--- src/rtl/pcx_pkg.sv ---
package pcx_pkg;

  typedef enum logic [3:0] {
    X_STEP  = 4'd0,
    X_REL   = 4'd1,
    X_JABS  = 4'd2,
    X_JLONG = 4'd3,
    X_CABS  = 4'd4,
    X_CLONG = 4'd5,
    X_JTBL  = 4'd6,
    X_RET   = 4'd7,
    X_RETI  = 4'd8,
    X_RETSK = 4'd9,
    X_SWI   = 4'd10,
    X_VEC   = 4'd11
  } xfer_e;

  localparam int unsigned STEP_W = 3;

  // Map a raw code onto a transfer; unused codes fall back to a step.
  function automatic xfer_e xfer_decode(input logic [3:0] code);
    xfer_e r;
    case (code)
      4'd0:    r = X_STEP;
      4'd1:    r = X_REL;
      4'd2:    r = X_JABS;
      4'd3:    r = X_JLONG;
      4'd4:    r = X_CABS;
      4'd5:    r = X_CLONG;
      4'd6:    r = X_JTBL;
      4'd7:    r = X_RET;
      4'd8:    r = X_RETI;
      4'd9:    r = X_RETSK;
      4'd10:   r = X_SWI;
      4'd11:   r = X_VEC;
      default: r = X_STEP;
    endcase
    return r;
  endfunction

  // Cycle count of each transfer.
  function automatic logic [STEP_W-1:0] xfer_len(input xfer_e op);
    logic [STEP_W-1:0] n;
    case (op)
      X_STEP:  n = 3'd1;
      X_REL:   n = 3'd3;
      X_JABS:  n = 3'd3;
      X_JLONG: n = 3'd4;
      X_CABS:  n = 3'd5;
      X_CLONG: n = 3'd5;
      X_JTBL:  n = 3'd3;
      X_RET:   n = 3'd5;
      X_RETI:  n = 3'd5;
      X_RETSK: n = 3'd5;
      X_SWI:   n = 3'd7;
      X_VEC:   n = 3'd5;
      default: n = 3'd1;
    endcase
    return n;
  endfunction

  function automatic logic is_push(input xfer_e op);
    return (op == X_CABS) || (op == X_CLONG) || (op == X_SWI);
  endfunction

  function automatic logic is_pop(input xfer_e op);
    return (op == X_RET) || (op == X_RETI) || (op == X_RETSK);
  endfunction

endpackage

--- src/rtl/pcx_seq.sv ---
module pcx_seq
  import pcx_pkg::*;
(
  input  logic              clk,
  input  logic              rst_n,
  input  logic              start,
  input  logic [3:0]        op_code,
  output logic              busy,
  output logic [STEP_W-1:0] step,
  output xfer_e             op_q,
  output logic              accept,
  output logic              last
);

  logic              busy_d;
  logic [STEP_W-1:0] step_d;
  xfer_e             op_d;
  logic [STEP_W-1:0] len;

  always_comb begin
    len    = xfer_len(op_q);
    last   = busy && (step == (len - 3'd1));
    accept = start && !busy;
    op_d   = xfer_decode(op_code);
  end

  always_comb begin
    busy_d = busy;
    step_d = step;
    if (accept) begin
      busy_d = 1'b1;
      step_d = '0;
    end else if (busy) begin
      if (last) begin
        busy_d = 1'b0;
        step_d = '0;
      end else begin
        step_d = step + 3'd1;
      end
    end
  end

  always_ff @(posedge clk or negedge rst_n) begin
    if (!rst_n) begin
      busy <= 1'b0;
      step <= '0;
    end else begin
      busy <= busy_d;
      step <= step_d;
    end
  end

  always_ff @(posedge clk or negedge rst_n) begin
    if (!rst_n) begin
      op_q <= X_STEP;
    end else if (accept) begin
      op_q <= op_d;
    end
  end

endmodule

--- src/rtl/pcx_target.sv ---
module pcx_target
  import pcx_pkg::*;
#(
  parameter int unsigned     PC_W   = 15,
  parameter int unsigned     DW     = 8,
  parameter int unsigned     SEG_W  = 12,
  parameter int unsigned     DISP_W = 7,
  parameter logic [PC_W-1:0] SWI_TARGET = 15'h00FF
) (
  input  xfer_e             op,
  input  logic [PC_W-1:0]   pc,
  input  logic [DISP_W-1:0] disp,
  input  logic [SEG_W-1:0]  seg,
  input  logic [PC_W-1:0]   lng,
  input  logic [DW-1:0]     byte_a,
  input  logic [DW-1:0]     byte_b,
  output logic [PC_W-1:0]   pc_new
);

  localparam int unsigned PU_W = PC_W - DW;

  logic [PC_W-1:0] disp_ext;

  always_comb begin
    disp_ext = {{(PC_W-DISP_W){disp[DISP_W-1]}}, disp};
    case (op)
      X_REL:                      pc_new = pc + disp_ext;
      X_JABS, X_CABS:             pc_new = {pc[PC_W-1:SEG_W], seg};
      X_JLONG, X_CLONG:           pc_new = lng;
      X_JTBL:                     pc_new = {pc[PC_W-1:DW], byte_a};
      X_RET, X_RETI, X_RETSK:     pc_new = {byte_b[PU_W-1:0], byte_a};
      X_SWI:                      pc_new = SWI_TARGET;
      X_VEC:                      pc_new = {byte_a[PU_W-1:0], byte_b};
      default:                    pc_new = pc + PC_W'(1);
    endcase
  end

endmodule

--- src/rtl/pcx_stack.sv ---
module pcx_stack
  import pcx_pkg::*;
#(
  parameter int unsigned PC_W = 15,
  parameter int unsigned DW   = 8
) (
  input  xfer_e             op,
  input  logic              busy,
  input  logic [STEP_W-1:0] step,
  input  logic [DW-1:0]     sp,
  input  logic [PC_W-1:0]   pc,
  output logic [DW-1:0]     addr,
  output logic [DW-1:0]     wdata,
  output logic              we,
  output logic [DW-1:0]     sp_next
);

  always_comb begin
    we      = 1'b0;
    addr    = sp;
    wdata   = '0;
    sp_next = sp;
    if (is_push(op)) begin
      sp_next = sp - DW'(2);
    end else if (is_pop(op)) begin
      sp_next = sp + DW'(2);
    end
    if (busy && is_push(op)) begin
      if (step == 3'd0) begin
        we    = 1'b1;
        wdata = pc[DW-1:0];
      end else if (step == 3'd1) begin
        we    = 1'b1;
        addr  = sp - DW'(1);
        wdata = DW'(pc[PC_W-1:DW]);
      end
    end
    if (busy && is_pop(op)) begin
      if (step == 3'd0) begin
        addr = sp + DW'(2);
      end else if (step == 3'd1) begin
        addr = sp + DW'(1);
      end
    end
  end

endmodule

--- src/rtl/pc_xfer_unit.sv ---
module pc_xfer_unit
  import pcx_pkg::*;
#(
  parameter int unsigned     PC_W       = 15,
  parameter int unsigned     DW         = 8,
  parameter int unsigned     SEG_W      = 12,
  parameter int unsigned     DISP_W     = 7,
  parameter logic [DW-1:0]   SP_INIT    = 8'h6F,
  parameter logic [PC_W-1:0] SWI_TARGET = 15'h00FF
) (
  input  logic              clk,
  input  logic              rst_n,
  input  logic              start,
  input  logic [3:0]        xfer_op,
  input  logic [DISP_W-1:0] disp,
  input  logic [SEG_W-1:0]  seg_addr,
  input  logic [PC_W-1:0]   long_addr,
  input  logic [DW-1:0]     acc,
  input  logic [PC_W-1:0]   vec_addr,
  input  logic [DW-1:0]     pmem_rdata,
  input  logic [DW-1:0]     dmem_rdata,
  output logic [PC_W-1:0]   pmem_addr,
  output logic [DW-1:0]     dmem_addr,
  output logic [DW-1:0]     dmem_wdata,
  output logic              dmem_we,
  output logic [PC_W-1:0]   pc,
  output logic [DW-1:0]     sp,
  output logic              busy,
  output logic              done,
  output logic              gie_set,
  output logic              skip_next
);

  // Reset: asserted at once, released after two clock edges.
  logic [1:0] rst_pipe;
  logic       rst_int_n;

  always_ff @(posedge clk or negedge rst_n) begin
    if (!rst_n) rst_pipe <= 2'b00;
    else        rst_pipe <= {rst_pipe[0], 1'b1};
  end
  assign rst_int_n = rst_pipe[1];

  xfer_e             op_q;
  logic [STEP_W-1:0] step;
  logic              accept;
  logic              last;
  logic              busy_i;

  pcx_seq u_seq (
    .clk     (clk),
    .rst_n   (rst_int_n),
    .start   (start),
    .op_code (xfer_op),
    .busy    (busy_i),
    .step    (step),
    .op_q    (op_q),
    .accept  (accept),
    .last    (last)
  );

  // Operands held for the whole transfer.
  logic [DISP_W-1:0] disp_q;
  logic [SEG_W-1:0]  seg_q;
  logic [PC_W-1:0]   lng_q;
  logic [DW-1:0]     acc_q;
  logic [PC_W-1:0]   vec_q;

  always_ff @(posedge clk or negedge rst_int_n) begin
    if (!rst_int_n) begin
      disp_q <= '0;
      seg_q  <= '0;
      lng_q  <= '0;
      acc_q  <= '0;
      vec_q  <= '0;
    end else if (accept) begin
      disp_q <= disp;
      seg_q  <= seg_addr;
      lng_q  <= long_addr;
      acc_q  <= acc;
      vec_q  <= vec_addr;
    end
  end

  // Bytes returned by either memory, captured one cycle after each read.
  logic          reads_mem;
  logic [DW-1:0] rd_byte;
  logic          cap_a;
  logic          cap_b;
  logic [DW-1:0] byte_a;
  logic [DW-1:0] byte_b;

  always_comb begin
    reads_mem = is_pop(op_q) || (op_q == X_JTBL) || (op_q == X_VEC);
    rd_byte   = is_pop(op_q) ? dmem_rdata : pmem_rdata;
    cap_a     = busy_i && reads_mem && (step == 3'd1);
    cap_b     = busy_i && reads_mem && (step == 3'd2);
  end

  always_ff @(posedge clk or negedge rst_int_n) begin
    if (!rst_int_n) begin
      byte_a <= '0;
    end else if (cap_a) begin
      byte_a <= rd_byte;
    end
  end

  always_ff @(posedge clk or negedge rst_int_n) begin
    if (!rst_int_n) begin
      byte_b <= '0;
    end else if (cap_b) begin
      byte_b <= rd_byte;
    end
  end

  logic [PC_W-1:0] pc_q;
  logic [DW-1:0]   sp_q;
  logic [PC_W-1:0] pc_new;
  logic [DW-1:0]   sp_new;

  pcx_target #(
    .PC_W       (PC_W),
    .DW         (DW),
    .SEG_W      (SEG_W),
    .DISP_W     (DISP_W),
    .SWI_TARGET (SWI_TARGET)
  ) u_target (
    .op     (op_q),
    .pc     (pc_q),
    .disp   (disp_q),
    .seg    (seg_q),
    .lng    (lng_q),
    .byte_a (byte_a),
    .byte_b (byte_b),
    .pc_new (pc_new)
  );

  pcx_stack #(
    .PC_W (PC_W),
    .DW   (DW)
  ) u_stack (
    .op      (op_q),
    .busy    (busy_i),
    .step    (step),
    .sp      (sp_q),
    .pc      (pc_q),
    .addr    (dmem_addr),
    .wdata   (dmem_wdata),
    .we      (dmem_we),
    .sp_next (sp_new)
  );

  always_ff @(posedge clk or negedge rst_int_n) begin
    if (!rst_int_n) begin
      pc_q <= '0;
      sp_q <= SP_INIT;
    end else if (last) begin
      pc_q <= pc_new;
      sp_q <= sp_new;
    end
  end

  // Program memory address: fetch address unless a transfer reads a table.
  always_comb begin
    pmem_addr = pc_q;
    if (busy_i && (op_q == X_JTBL) && (step == 3'd0)) begin
      pmem_addr = {pc_q[PC_W-1:DW], acc_q};
    end else if (busy_i && (op_q == X_VEC)) begin
      if (step == 3'd0)      pmem_addr = vec_q;
      else if (step == 3'd1) pmem_addr = vec_q + PC_W'(1);
    end
  end

  assign pc        = pc_q;
  assign sp        = sp_q;
  assign busy      = busy_i;
  assign done      = last;
  assign gie_set   = last && (op_q == X_RETI);
  assign skip_next = last && (op_q == X_RETSK);

endmodule

--- config.mk ---
export PLATFORM = sky130hd
export DESIGN_NAME = pc_xfer_unit
export DESIGN_NICKNAME = d
export VERILOG_FILES = /design/src/rtl/pcx_pkg.sv /design/src/rtl/pcx_seq.sv /design/src/rtl/pcx_target.sv /design/src/rtl/pcx_stack.sv /design/src/rtl/pc_xfer_unit.sv
export SDC_FILE = /design/constraint.sdc
export NUM_CORES = 1
export LEC_CHECK = 0
export BUFFER_PORTS_ARGS = -buffer_cell sky130_fd_sc_hd__buf_2
export CAP_MARGIN = 5
export CELL_PAD_IN_SITES_DETAIL_PLACEMENT = 0
export CELL_PAD_IN_SITES_GLOBAL_PLACEMENT = 2
export CORE_ASPECT_RATIO = 0.8
export CORE_MARGIN = 2
export CORE_UTILIZATION = 35
export CTS_CLUSTER_DIAMETER = 150
export DETAILED_ROUTE_END_ITERATION = 16
export HOLD_SLACK_MARGIN = 0.1
export PLACE_DENSITY_LB_ADDON = 0.1
export SETUP_SLACK_MARGIN = 0.4
export SKIP_LAST_GASP = 1
export SYNTH_ARGS = -nofsm -noshare
export SYNTH_HDL_FRONTEND = slang
export SYNTH_SLANG_ARGS = --single-unit
--- constraint.sdc ---
create_clock -name clk -period 8.6 [get_ports clk]
set_input_delay 2.15 -clock clk [delete_from_list [all_inputs] [get_ports clk]]
set_output_delay 2.15 -clock clk [all_outputs]
set_load 0.02 [all_outputs]
==> reports/results.txt, run 1 <==
The xor and xnor area share after synthesis was 0.02917. The tools report the destination of the worst register-to-register timing path as pc[14]. Detailed placement ended at an HPWL of 16830 µm. The critical path ends at pmem_addr[4]. The number of setup buffers added after CTS is 0. The number of antenna diodes in the final layout is 0.

For this block, the via count after detailed routing is 6312. The DRC violation count after routing was 0. The tool flagged a number of max-cap violations equal to 0.

The run gives 0.344 as the relative contribution of sequential cells to total power. The detailed router finished its first iteration with 598 violations. The fraction of the yosys area taken by sequential cells came out at 0.3987.

Number of antenna violations at the first check in global routing: 0. Die extent in y: 126.9 µm. The number of placement rows came out at 44.

Summed over all failing endpoints, the final setup total negative slack is 0 ps. Subtracting the final worst setup slack from the clock period gives 5522 ps. The required time reported for the critical path endpoint was 6450 ps; the worst hold slack was 353.1 ps. The overall fraction of global-route tracks in use came out at 0.2281. The port buffer count was 137; the number of slew-limit violations in the final report was 0.

Fraction of the mapped netlist area in compound gates: 0.2010. The part of the cycle the worst path needs works out to 0.6421. Traced cell by cell, the critical path runs through inv_1, ha_1, nand2b_1, nor2_1, nand2_1, o32ai_1, a21oi_1, a21oi_1, buf_2. For the buffer levels on the longest clock path, the log shows 2.

The slowest library cell on the worst path was nor2_1. Cell internal power was estimated by the tool at 1.529 mW. Setup violations remaining at the end of the flow were counted as 0. Growth of design area from synthesis to finish: 17.48%. The type of the most critical hold path is flip-flop to async pin. The critical path data arrival time came out at 3370 ps. The post-synthesis share of cell area spent on full adders, half adders and majority gates works out to 0.03713.

After floorplanning, the core was sized to cover 18330 µm². The tools report the global route total overflow as 0. The synthesized area per cell was 8.350 µm²; the number of buffer and inverter stages on the critical path was 2. The synthesized flop and latch total was 105; the clock sink total was 105. Summed over all layers, the routed wires come to 22270 µm. The clock input transition at the sequential cells of the worst setup and hold paths was 80 ps; the highest net fanout along the worst path was 14.

The tools report the setup slack on the worst flop-to-flop path as 4950 ps. Initial core utilization: 0.3603. The share of flip-flops with an asynchronous set or reset after synthesis is 1.000, and the ratio of routed vias to standard cells is 5.465. The analysis attributes to net switching a power of 1.563 mW. The critical path launch point is u_seq.step[1]. The run gives 0.518 as the share of total power in combinational logic.

The clock tree synthesis step divided the H-tree into 3 levels. Setup repair after global routing left no endpoint under its margin. CTS placed an instance of clkbuf_16 at the clock tree root. After clock tree synthesis, the flow added hold-fix buffers numbering 0. The post-synthesis mux area share was 0.02614. Summed over all cells, the static leakage comes to 3.669 nW. The area enclosed by the die boundary is 19990 µm², and the worst stage delay on the critical path is 730 ps.

The worst max-slew margin expressed relative to the limit was 0.4065. Counting distinct cell types in the post-synthesis netlist gives 85. For the pin with the worst max-slew slack, the measured transition is 887.0 ps.

Measured along the x axis, the die boundary spans 157.6 µm. Worst vdd rail ir drop: 0.1268 mV. Timing would allow up to 181.1 MHz. The logs give 0.139 for the clock network fraction of design power and 9 for the number of buffers created by CTS.

During synthesis, Yosys emitted a total of 0 warnings. The power density of the placed cells works out to 398.4 nW/µm². Kind of cell adding the most delay to the critical path: simple AND/OR/NAND/NOR gates. The flow ran to the end, and the final reports show no timing, DRC or antenna violations. The simple-gate portion of the synthesized area was 0.2610.

The run gives 0 as the count of endpoints failing hold in the final timing report. The critical path is of the flip-flop to primary output type. The synthesized cell area came out at 6605 µm². The run gives 5 as the first-pass iteration count of the detailed router. TritonCTS built the clock tree.

The clock network latency to the later pin of the worst-skew pair is 370 ps. The most prevalent standard cell on the critical path was a21oi_1. In the final routed layout, each cell accounts on average for 19.28 µm.

Net switching fraction of the power: 0.5056. The startpoint identified for the worst register-to-register timing path is u_seq.op_q[2]. STA classifies the critical path endpoint as a primary output. The number of cells on the worst reg-to-reg path came out at 10. Across the routed clock network, the largest skew measured is 12.35 ps. The congestion estimate from routability-driven global placement came to 0.8715.

Entering global routing, the biggest net connects 62 pins. The run gives 791 as the number of instances in the synthesized netlist. By area, the combinational part of the netlist is dominated by simple AND/OR/NAND/NOR gates. The top-level I/O count came out at 139. The number of global-route vias before repair is 6145. The number of nets in the layout is 996, and the wire length of the first global-routing pass is 34750 µm. The synthesized design contains 0 enable-type register cells. The count of nets left with antenna violations once routing finished came out at 0. In the synthesized netlist the dominant register cell turns out to be dfrtp_1. The run gives 0 as the number of gates given a new drive strength after cts. Counting buffers and inverters, the worst setup path is 9 cells deep. Critical path startpoint category: a flip-flop. The fraction of final layout cells sized beyond drive strength 1 was 0.2151.
[cell usage after synthesis (8+ instances only)]
library cell	instances	area [µm²]
and3_1	11	68.82
ha_1	18	225.2
nor3_1	17	85.08
a22oi_1	17	127.6
a221o_1	8	80.08
a221oi_1	8	70.07
nor2_1	45	168.9
dfrtp_1	100	2502
nand3_1	12	60.06
a31oi_1	8	50.05
buf_2	9	45.04
o21ai_0	44	220.2
a21oi_1	23	115.1
xnor2_1	15	131.4
clkbuf_1	31	116.4
a21o_1	8	60.06
nand4_1	10	62.56
inv_1	17	63.81
mux2i_1	15	150.1
nand2_1	231	867.1
[layout by cell type (no fill, tap or decap), types with 9 or more instances in the layout]
cell       count
inv_1         17
o21ai_0       44
buf_2        137
a22oi_1       17
ha_1          18
a21oi_1       23
nand2_1      230
and3_1        11
nand4_1       10
nor3_1        17
nor2_1        45
buf_4          9
clkbuf_16      9
xnor2_1       15
mux2i_1       15
dfrtp_1       99
nand3_1       12
[metrics by stage]
| step | worst slack (ps) | utilization | std cells | area, µm² | power, mW |
|---|---|---|---|---|---|
| after floorplan | 4065 | - | 792 | 6609 | 2.127 |
| after global placement | 3635 | 0.4066 | 1139 | 7455 | 2.640 |
| after detailed placement | 3492 | 0.4066 | 1139 | 7455 | 2.661 |
| after CTS | 3082 | 0.4233 | 1155 | 7760 | 3.102 |
| after global routing | 2738 | 0.4233 | 1155 | 7760 | 3.336 |
| final | 3078 | 0.4233 | 1155 | 7760 | 3.092 |
[how the worst min path moves through the flow]
stage                     cells after the start  slack [ps]           to         from
after floorplan                               0         330  rst_pipe[1]  rst_pipe[0]
after detailed placement                      0         350  rst_pipe[1]  rst_pipe[0]
after global placement                        0         340  rst_pipe[1]  rst_pipe[0]
final                                         0         350     vec_q[2]  rst_pipe[1]
after CTS                                     0         370  rst_pipe[1]  rst_pipe[0]
after global routing                          0         390  rst_pipe[1]  rst_pipe[0]
[layer usage]
layer	track usage	up-vias	wire length [µm]
met2	0.3303	209	9344
li1	-	3002	-
met5	0	-	0
met4	0.06150	0	365
met1	0.3429	3073	11180
met3	0.04783	28	1382
[kinds of logic after synthesis]
group,count (synthesis)
xor+xnor,22
simple gates,377
compound gates,181
flops,105
other cells,1
fa+ha+maj,19
buf+inv,70
mux,16
[layout make-up]
cell class,count,area [µm²]
clock buffer,9,225.2
clock inverter,7,80.08
tap,253,316.6
fill,1929,10570
sequential,105,2638
timing repair buffer,146,753.2
inverter,18,67.56
multi-input combinational,617,3680
[power by group through the flow]
stage	registers, mW	clock network [mW]	logic (mW)
6_report	1.06	0.429	1.60
5_1_grt	1.09	0.458	1.79
4_1_cts	1.05	0.441	1.61
3_5_place_dp	1.06	0	1.60
3_3_place_gp	1.06	0	1.58
2_1_floorplan	0.933	0	1.19
[registers in the layout (all words and copies together) (netlist names)]
| register | count |
|---|---|
| acc_q | 8 |
| byte_a | 8 |
| byte_b | 8 |
| disp_q | 7 |
| lng_q | 15 |
| pc | 15 |
| rst_pipe | 2 |
| seg_q | 12 |
| sp | 7 |
| u_seq.busy | 1 |
| u_seq.op_q | 4 |
| u_seq.step | 3 |
| vec_q | 15 |
(Power assumes the default switching activity.)
==> run 2, diff against run 1 <==
CORE_UTILIZATION = 29   (was 35)
clock period = 4.45 ns   (was 8.6 ns; I/O delays follow)
==> run 2 against run 1 <==
Clock power is 96% higher. Clock-buffer cell count stayed put. Sequential power is 95% higher. Highest routed layer is now met5. Largest cell class unchanged.
==> reports/results.txt, run 2 (synthesized netlist as in run 1, its figures left out) <==
The flow ran to the end, and the final reports show no timing, DRC or antenna violations. The post-DP HPWL was 18310 µm. Width of the die: 172.7 µm.

The number of global-route vias before repair is 6255. The achievable frequency is 258.0 MHz, and the growth of design area from synthesis to finish is 19.93%. The number of antenna violations at the first check in global routing is 1, and the number of endpoints failing setup at the final stage is 0.

Initial core utilization: 0.2944. After the first detailed-routing iteration, the DRC count stood at 491. The first detailed-routing pass took 5 iterations.

For this design the ratio of total power to cell area is 777.3 nW/µm². Ratio of routed vias to standard cells: 5.181. The count of endpoints failing hold in the final timing report was 0; the setup slack after placement was 430.4 ps.

For the critical path data arrival time, the log shows 2760 ps. The tools report the clock tree root buffer cell as clkbuf_16. Entering global routing, the biggest net connects 54 pins. The overall power of the completed layout is 6.157 mW. In the post-route analysis, the smallest setup slack over all paths is 574.4 ps. Summed over all layers, the global routing overflow is 0. Summed over all failing endpoints, the final setup total negative slack is 0 ps.

After detailed routing, the average wire length per cell comes to 19.65 µm. For the required time reported for the critical path endpoint, the log shows 3340 ps. The library cell used most frequently in the layout, excluding fill and tap cells, is nand2_1.

Overall fraction of global-route tracks in use: 0.2000. The transition time at the pin with the least slew margin is 1149 ps, and the total leakage power is 3.698 nW. The setup slack on the worst flop-to-flop path was 880 ps. The worst setup path is captured at a primary output. The tools report the DRC violation count after routing as 0. The part of the cycle the worst path needs is 0.8709, and the depth of the CTS H-tree is 3. The startpoint of the worst register-to-register path is u_seq.op_q[1]. TritonCTS created 9 clock buffers.

The congestion estimate from routability-driven global placement came to 0.8555. After detailed routing, the total wire length is 23820 µm. The run gives 0.2308 as the worst max-slew margin expressed relative to the limit. The critical path starts at u_seq.step[1]. Leaving out fill and tap cells, the most frequent cells in the layout are nand2_1, buf_2, dfrtp_1, o21ai_0, nor2_1. The fraction of final layout cells sized beyond drive strength 1 was 0.2329. TritonCTS built the clock tree.

Between clock sinks in the finished design, the worst skew comes to 10.92 ps. The net count of the finished layout is 1001. The worst min-delay path startpoint was rst_pipe[0].

The critical path startpoint category was a flip-flop. Counting I/O delays and the setup requirement, the final critical path takes 3876 ps. The worst-case IR drop observed on VDD is 0.2146 mV. The type of the worst setup path is flip-flop to primary output. After clock tree synthesis, the flow added hold-fix buffers numbering 0.

Counting along the longest clock path gives a buffer depth of 2. The first global-routing pass estimated 37260 µm of wire. The number of antenna diodes in the final layout is 0. The area enclosed by the die boundary was 24010 µm²; the area of the core was 22440 µm². The post-route core utilization is 0.3530, and the number of placement rows is 49.

The highest net fanout along the worst path works out to 11. The floorplan step set the die height to 139.0 µm. Setup repair after global routing left no endpoint under its margin.

The top-level I/O count is 139. Number of violations of the max-capacitance limit: 0. The later pin in the worst-skew pair is clocked with a latency of 360 ps.

The number of slew-limit violations in the final report is 0. For this block, the via count after detailed routing is 6279. For the number of nets with antenna violations after routing, the log shows 0. In this run the tool buffered the top-level ports with 137 buffer cells. After clock tree synthesis, the clock-pin slew on the worst setup and hold paths is 80 ps. Clock sink total: 105.

The tightest min-delay check is of the flip-flop to flip-flop type.
## run 2: changes by cell type in the layout (fill, tap and decap cells not counted), moves of 2 or more
cell | before | now
buf_4 | 9 | 14
and3b_1 | 2 | 0
clkinv_4 | 0 | 2
clkinv_8 | 2 | 0
dfrtp_1 | 99 | 97
nand2b_1 | 6 | 4
nand2b_2 | 0 | 2
nor2_1 | 45 | 43
nor3_1 | 17 | 15
nor3_2 | 0 | 2
## run 2: area by class of cell
cell class / instances / area [µm²]
clock inverters: 6 / 75.07
clock buffers: 9 / 225.2
repair buffers: 151 / 790.8
inverters: 18 / 67.56
well taps: 306 / 382.9
fillers: 2396 / 14520
multi-input cells: 617 / 3737
flip-flops and latches: 105 / 2643
## run 2: report_power, final
group	switching [mW]	leakage, nW	internal (mW)
sequential	0.663	1.26	1.41
combinational	2.04	2.29	1.21
clock	0.399	0.144	0.442
## run 2: final timing paths
path,depth (start not counted),end
setup reg to reg,11,pc[14]
setup / recovery,8,pmem_addr[0]
max in group asynchronous,1,pc[1]
hold / removal,0,rst_pipe[1]
hold reg to reg,0,rst_pipe[1]
min in group asynchronous,0,vec_q[7]
## run 2: repair_timing
action	CTS	global route
resized for setup	6	11
setup buffers	1	1
setup endpoints to repair	14	12
pin swaps	1	1
## run 2: layer usage
metal / global-route usage / vias to the layer above / part of all wire
li1: - / 3000 / -
met5: 0 / - / 0.00055
met3: 0.04578 / 24 / 0.059
met1: 0.3079 / 3062 / 0.51
met2: 0.2826 / 191 / 0.42
met4: 0.04059 / 2 / 0.012
## run 2: critical path, stage by stage, from the launching register on
cell,delay (ps)
dfrtp_1,460
inv_1,110
ha_1,430
nor2b_1,350
nand4_1,420
a21oi_1,260
a21oi_1,70
nor2_1,150
buf_2,170
## run 2: through the flow
step	hold WS [ps]	instance area (µm²)	instances
after floorplan	331.2	6609	792
after global placement	341.9	7536	1194
after detailed placement	334.7	7536	1194
after CTS	353.6	7858	1210
after global routing	375.1	7921	1212
final	352.3	7921	1212
